$ cat src/rtl/sync_hunter.sv
module sync_hunter #(
  parameter int PAT_W  = 32,
  parameter int BYTE_W = 8
) (
  input  logic                                clk,
  input  logic                                rst,
  input  logic                                bit_en,
  input  logic                                bit_in,
  input  logic [PAT_W-1:0]                    pattern,
  input  logic [$clog2(PAT_W/BYTE_W)-1:0]     pat_len,
  input  logic                                fill_mode,
  input  logic                                host_set,
  input  logic                                host_clr,
  input  logic                                irq_sel,
  output logic                                det_pulse,
  output logic                                sync_flag,
  output logic [BYTE_W-1:0]                   byte_out,
  output logic                                byte_wr,
  output logic                                irq_out
);
  localparam int CNT_W = $clog2(BYTE_W);

  logic [PAT_W-1:0]  hist_q;
  logic [PAT_W-1:0]  hist_d;
  logic [PAT_W-1:0]  cmp_mask;
  logic [BYTE_W-1:0] acc_q;
  logic [CNT_W-1:0]  cnt_q;
  logic              fill_q;
  logic              hit;
  logic              byte_done;

  assign hist_d = {hist_q[PAT_W-2:0], bit_in};

  always_comb begin
    cmp_mask = '0;
    for (int i = 0; i < PAT_W; i++)
      if (i < (int'(pat_len) + 1) * BYTE_W) cmp_mask[i] = 1'b1;
  end

  assign hit       = bit_en && !sync_flag && (((hist_d ^ pattern) & cmp_mask) == '0);
  assign byte_done = fill_q && bit_en && (cnt_q == CNT_W'(BYTE_W - 1)) && !host_clr;
  assign irq_out   = irq_sel ? det_pulse : byte_wr;

  always_ff @(posedge clk) begin
    if (rst) begin
      hist_q    <= '0;
      det_pulse <= 1'b0;
      sync_flag <= 1'b0;
      fill_q    <= 1'b0;
      cnt_q     <= '0;
      acc_q     <= '0;
      byte_out  <= '0;
      byte_wr   <= 1'b0;
    end else begin
      if (bit_en) hist_q <= hist_d;

      if (hit)         det_pulse <= 1'b1;
      else if (bit_en) det_pulse <= 1'b0;

      if (host_clr)             sync_flag <= 1'b0;
      else if (hit || host_set) sync_flag <= 1'b1;

      if (host_clr)                        fill_q <= 1'b0;
      else if (hit && !fill_mode)          fill_q <= 1'b1;
      else if (host_set && fill_mode)      fill_q <= 1'b1;

      if (host_clr) begin
        cnt_q <= '0;
        acc_q <= '0;
      end else if (fill_q && bit_en) begin
        acc_q <= {acc_q[BYTE_W-2:0], bit_in};
        cnt_q <= cnt_q + 1'b1;
      end

      byte_wr <= byte_done;
      if (byte_done) byte_out <= {acc_q[BYTE_W-2:0], bit_in};
    end
  end

  AST_PULSE_NEEDS_ARMED: assert property (@(posedge clk) disable iff (rst)
    $rose(det_pulse) |-> !$past(sync_flag));
  AST_PULSE_SETS_FLAG: assert property (@(posedge clk) disable iff (rst)
    $rose(det_pulse) && !$past(host_clr) |-> sync_flag);
  AST_PULSE_HOLDS: assert property (@(posedge clk) disable iff (rst)
    det_pulse && !bit_en |=> det_pulse);
  AST_PULSE_ENDS: assert property (@(posedge clk) disable iff (rst)
    det_pulse && bit_en && sync_flag |=> !det_pulse);
  AST_WR_SINGLE: assert property (@(posedge clk) disable iff (rst)
    byte_wr |=> !byte_wr);
  AST_WR_NEEDS_FILL: assert property (@(posedge clk) disable iff (rst)
    byte_wr |-> $past(fill_q) && $past(bit_en));
  AST_CLR_WINS: assert property (@(posedge clk) disable iff (rst)
    host_clr |=> !sync_flag && !byte_wr);
  AST_IRQ_ROUTE: assert property (@(posedge clk) disable iff (rst)
    irq_out == (irq_sel ? det_pulse : byte_wr));
endmodule

$ cat config.mk
export PLATFORM = sky130hd
export DESIGN_NAME = sync_hunter
export DESIGN_NICKNAME = d
export VERILOG_FILES = /design/src/rtl/sync_hunter.sv
export SDC_FILE = /design/constraint.sdc
export NUM_CORES = 1
export LEC_CHECK = 0
export BUFFER_PORTS_ARGS = -buffer_cell sky130_fd_sc_hd__buf_4
export CAP_MARGIN = 20
export CORE_MARGIN = 2
export CORE_UTILIZATION = 35
export CTS_BUF_LIST = sky130_fd_sc_hd__clkbuf_4 sky130_fd_sc_hd__clkbuf_8
export CTS_CLUSTER_SIZE = 30
export DETAILED_ROUTE_END_ITERATION = 8
export PLACE_DENSITY = 0.61
export SYNTH_ARGS = -nofsm -noshare
export SYNTH_HDL_FRONTEND = slang
export SYNTH_SLANG_ARGS = --single-unit
$ cat constraint.sdc
create_clock -name clk -period 2.25 [get_ports clk]
set_input_delay 0 -clock clk [delete_from_list [all_inputs] [get_ports clk]]
set_output_delay 0 -clock clk [all_outputs]
set_load 0.01 [all_outputs]
Yosys cells after proc, flatten, opt, wreduce, memory -nomap -nowiden
Index checks and enable logic that the tools add are counted.
W data, S select, Z words.
{"block": "word_totals", "in_bits": 42, "ff_bits": 53, "wordCells": 97, "out_inout_bits": 12}
{"block": "classes", "n_reduce_logical": 15, "order_cmp": 32, "bitwise": 2, "n_eq_ne": 1, "muxes": 37, "add_sub_neg": 2}
{"cell": "$lt A6 B32 Y1 const A", "count": 15}
{"cell": "$lt A5 B32 Y1 const A", "count": 8}
{"cell": "$lt A4 B32 Y1 const A", "count": 4}
{"cell": "$lt A3 B32 Y1 const A", "count": 2}
{"cell": "$mux W1", "count": 37}
{"cell": "$and A32 B32 Y32", "count": 1}
{"cell": "$logic_not A32 Y1", "count": 1}
{"cell": "$lt A1 B32 Y1 const A", "count": 1}
{"cell": "$lt A2 B32 Y1 const A", "count": 1}
{"cell": "$xor A32 B32 Y32", "count": 1}
{"cell": "$logic_and A1 B1 Y1", "count": 7}
{"cell": "$lt A5 B6 Y1 const A", "count": 1}
{"cell": "$reduce_bool A2 Y1", "count": 2}
{"cell": "$add A2 B1 Y3 const B", "count": 1}
{"cell": "$add A3 B1 Y3 const B", "count": 1}
{"cell": "$eq A3 B3 Y1 const B", "count": 1}
{"cell": "$logic_not A1 Y1", "count": 3}
{"cell": "$reduce_or A2 Y1", "count": 1}
{"cell": "$logic_or A1 B1 Y1", "count": 1}

Logic depth before layout (Yosys ltp)
{"block": "depth", "ltp_word": 8, "depth_mapped": 5, "mapped_depth_nobuf": 5}

Worst setup path after synthesis
No wires, ideal clock.
{"block": "synth_timing", "path_type": "register to register", "start": "reg hist_q[23]", "end": "reg fill_q", "synth_period_minus_slack_ps": 1169, "setup_slack_ps": 1081, "stages_incl_launch_ff": 6, "required_ps": 2171, "setup_ps": 79, "t_arrival_ps": 1089, "n_path_buf": 0, "cell_sequence": "dfxtp_1 xnor2_1 nand4_1 o211ai_1 nand4_1 a211oi_2"}
{"block": "synth_via", "elab_chain_cells": 6, "elab_cells_between_ends": 7, "classes_between": "1 x mux; 2 x bitwise; 4 x reduce/logical"}
{"element": "start, declared", "line": "23", "rtl": "logic [PAT_W-1:0] hist_q;"}
{"element": "start signal, assigned", "line": "55", "rtl": "if (bit_en) hist_q <= hist_d;"}
{"element": "$xor A32 B32 Y32 *", "line": "40", "rtl": "assign hit = bit_en && !sync_flag && (((hist_d ^ pattern) & cmp_mask) == '0);"}
{"element": "$and A32 B32 Y32 *", "line": "40"}
{"element": "$logic_not A32 Y1 *", "line": "40"}
{"element": "$logic_and A1 B1 Y1 *", "line": "40"}
{"element": "$logic_and A1 B1 Y1 *", "line": "64", "rtl": "else if (hit && !fill_mode) fill_q <= 1'b1;"}
{"element": "$mux W1 or $reduce_bool A2 Y1 (tied branches)"}
{"element": "end signal, assigned", "line": "63", "rtl": "if (host_clr) fill_q <= 1'b0;"}
{"element": "end signal, assigned", "line": "64"}
{"element": "end signal, assigned", "line": "65", "rtl": "else if (host_set && fill_mode) fill_q <= 1'b1;"}
{"element": "end, declared", "line": "28", "rtl": "logic fill_q;"}
Mark *: on every way between the ends. The rest lies on a longest branch, timed or not.
A chain may end at the register's enable or synchronous reset.

Final worst setup path
{"block": "layout_timing", "start": "reg fill_q", "end": "reg byte_out[5]"}
{"block": "layout_via", "elab_chain_cells": 3}
{"element": "start signal, assigned", "line": "49", "rtl": "fill_q <= 1'b0;"}
{"element": "start signal, assigned", "line": "63"}
{"element": "start signal, assigned", "line": "64"}
{"element": "$logic_and A1 B1 Y1 (3 in series)", "line": "41", "rtl": "assign byte_done = fill_q && bit_en && (cnt_q == CNT_W'(BYTE_W - 1)) && !host_clr;"}
{"element": "end signal, assigned", "line": "76", "rtl": "if (byte_done) byte_out <= {acc_q[BYTE_W-2:0], bit_in};"}
{"element": "end, declared", "line": "17", "rtl": "output logic [BYTE_W-1:0] byte_out,"}
Every way passes these cells.

==> run_results.csv <==
group,metric,value,unit
placement,hpwl,3460,um
routing,dr.first_iter.drc_count,79,
yosys,netlist_area,2260,sq um
yosys,synth_compound_gate_area_share,5.59,%
global_routing,grt_pass1_vias,1714,
global_routing,globalRoute.totalOverflow,0,
sta,setup_repair_after_global_routing_missed_its_margin,"false",
global_routing,track_usage,13.9,%
die,ioPinCount,54,
yosys,synth_top_family_by_area,"simple AND/OR/NAND/NOR gates",
yosys,fraction_of_post_synthesis_cell_area_in_the_top_cell_type_by_area,46.9,%
die,die_h,84.4,um
critical_path,worst_setup_path_start_kind,"register",
sta,report.final.hold_viol_count,0,
sta,slew-limit-headroom,66.1,%
die,die_area,7120,sq um
yosys,yosys_register_bits,53,
clocking,cts_root_buf,"sky130_fd_sc_hd__clkbuf_8",
die,floorplan.initialDensity,35.8,%
final_layout,final_nets,338,
routing,routed_via_density,4.65,
critical_path,critical_path_arrival,1.66,ns
sta,clock.fmax,672,MHz
routing,drt_pre_antenna_iters,4,
power,power_density,618,nW/um^2
critical_path,maximum_fanout_along_the_worst_path,11,
routing,postRouteWirelength,4690,um
sta,drv_slew,0,
placement,routabilityCongestion,0.735,
global_routing,grt_pass1_wl,7990,um
power,sequential_group_share_of_total_power,53.4,%
critical_path,setup.worst_path.class,"register to register",
job,cap_violations,0,
die,design.core.area,6310,sq um
yosys,synth_mux_area_share,14.2,%
yosys,synthMostInstantiatedCell,"sky130_fd_sc_hd__dfxtp_1",
yosys,synthesis.nets,285,
yosys,synth_sequential_area_ratio,46.9,%
power,p_sw,364,uW
clocking,tritoncts_num_sinks,53,
die,floorplan.die.width,84.4,um
power,ir_worst_vdd,0.228,mV
power,switching_share,20.5,%
yosys,synthDominantAreaCellType,"sky130_fd_sc_hd__dfxtp_1",
yosys,synth.lib_cells_used.distinct,24,
yosys,synth_fa_ha_area_share,1.11,%
final_layout,inserted_diodes,0,
clocking,cts_tree,"done",
sta,worstMarginPinSlew,0.508,ns
power,comb_power_share,9.1,%
critical_path,worst-endpoint-required,2.42,ns
sta,period_share,66.2,%
power,clock_power_share,37.5,%
clocking,htreeDepth,2,
yosys,synth_commonest_cells,"sky130_fd_sc_hd__dfxtp_1 (53), sky130_fd_sc_hd__nor2_1 (35), sky130_fd_sc_hd__nand2_1 (34), sky130_fd_sc_hd__xnor2_1 (33), sky130_fd_sc_hd__mux2i_1 (31)",
sta,period_minus_slack,1.49,ns
clocking,clk-insertion-delay-late,0.30,ns
yosys,synth-xor-area-share,12.8,%
yosys,syn_area_per_cell,9.38,sq um
final_layout,nFillCells,646,
final_layout,area_delta_synth_final,26.7,%
routing,wl_per_cell,12.6,um
yosys,synthesis.yosys.warnings,0,
placement,buffer_ports.inserted,53,
yosys,syn-instance-count,241,
hold_path,hold_path.class,"primary input to register",
sta,final-setup-viol-count,0,
die,row_count,29,
clocking,post-cts-setup-buffer-count,0,
yosys,synth_edf_count,0,
routing,antenna_violating_nets_post_route,0,
yosys,synth.top_cells.by_area,"sky130_fd_sc_hd__dfxtp_1 (47%), sky130_fd_sc_hd__mux2i_1 (14%), sky130_fd_sc_hd__xnor2_1 (13%)",
sta,clock_skew,0.00557,ns
clocking,tritoncts.num_buffers,5,
routing,number_of_vias_in_the_routed_layout,1730,
power,total_power,1.77,mW
global_routing,largest_net_degree_at_the_start_of_global_routing,43,
final_layout,share_of_cells_above_drive_strength_1,22.7,%
power,internal_power,1.41,mW
outcome,status,"complete, no violations",
clocking,clock_tree.buffer_depth,2,
clocking,cts.clk_slew.worst_paths,0.09,ns
critical_path,endpoint_kind,"register",
yosys,synth-simple-area-share,17.3,%
yosys,synth_ff_type,"sky130_fd_sc_hd__dfxtp_1",
routing,post_route_drc,0,
sta,tns,0,ns
yosys,fraction_of_registers_with_async_set_reset,0,%
power,power.leakage,1.15,nW
global_routing,grt_antenna_before_repair,0,
cell usage in the layout (no fill, tap or decap), types with 2 or more instances in the layout:
cell                            synthesis  layout
sky130_fd_sc_hd__a21oi_1               19      19
sky130_fd_sc_hd__buf_4                  0      54
sky130_fd_sc_hd__clkbuf_8               0       6
sky130_fd_sc_hd__dfxtp_1               53      53
sky130_fd_sc_hd__dlygate4sd3_1          0       3
sky130_fd_sc_hd__ha_1                   2       2
sky130_fd_sc_hd__mux2i_1               31      31
sky130_fd_sc_hd__nand2_1               34      34
sky130_fd_sc_hd__nand3b_1               2       2
sky130_fd_sc_hd__nand4_1                8       8
sky130_fd_sc_hd__nor2_1                35      35
sky130_fd_sc_hd__xnor2_1               33      33
final timing paths:
kind / startpoint / end / slack (ns) / cells past startpoint
setup / recovery: fill_q / byte_out[5] / 0.76 / 4
hold / removal: host_clr / byte_out[2] / 0.02 / 4
setup reg to reg: fill_q / byte_out[5] / 0.76 / 4
hold reg to reg: byte_out[1] / byte_out[1] / 0.46 / 2
area by class of cell:
cell class | count | area [sq um] | share of cell area (%)
clock buffers | 7 | 90.1 | 3.14
clock inverters | 1 | 30.0 | 1.05
multi-input cells | 177 | 1150 | 40.2
flip-flops and latches | 53 | 1060 | 37.0
well taps | 77 | 96.3 | 3.36
repair buffers | 57 | 435 | 15.2
flip-flops by register name, summed over array words and instances (netlist names):
register and flops:
byte_out 8, fill_q 1, hist_q 31, sync_flag 1, cnt_q 3, det_pulse 1
acc_q 7, byte_wr 1
worst max-delay path: stages (launching register included):
cell	delay [ns]
sky130_fd_sc_hd__dfxtp_1	0.43
sky130_fd_sc_hd__and2_1	0.38
sky130_fd_sc_hd__nand3b_1	0.33
sky130_fd_sc_hd__nand2_1	0.15
sky130_fd_sc_hd__a21oi_1	0.07
power groups by stage:
stage               Sequential, mW  Combinational, mW  Clock [mW]
floorplan                    0.967             0.0818           0
global placement             0.967              0.159           0
detailed placement           0.968              0.158           0
CTS                          0.946              0.163       0.689
global route                 0.947              0.175       0.730
finish                       0.945              0.161       0.665
routing by layer:
metal,vias to the layer above,track usage [%],wire length (um)
li1,911,-,-
met1,777,18.0,2240
met2,38,22.7,2200
met3,4,3.74,215
met4,0,4.33,40
met5,-,0,0
per-stage QoR:
step,util (%),hold slack [ns],instances,instance area (sq um),setup WS (ns)
final,45.4,0.0168,372,2870,0.761
after global routing,45.4,0.0287,372,2870,0.532
after CTS,45.4,0.0102,372,2870,0.726
after detailed placement,43.0,0.279,361,2720,0.744
after global placement,43.0,0.295,361,2720,0.780
after floorplan,-,0.136,241,2260,1.08
logic make-up after synthesis:
logic type                 count (synthesis)
AOI/OAI and AO/OA                         23
muxes                                     32
buffers and inverters                     11
DFF                                       53
adders and majority gates                  2
xor gates and xnor gates                  33
and+or+nand+nor                           87
what timing repair did:
| item | in CTS | in global routing |
|---|---|---|
| resized for setup | 0 | 0 |
| endpoints found under the hold margin | 4 | 0 |
| hold buffers | 3 | 0 |
(Power assumes the default switching activity.)
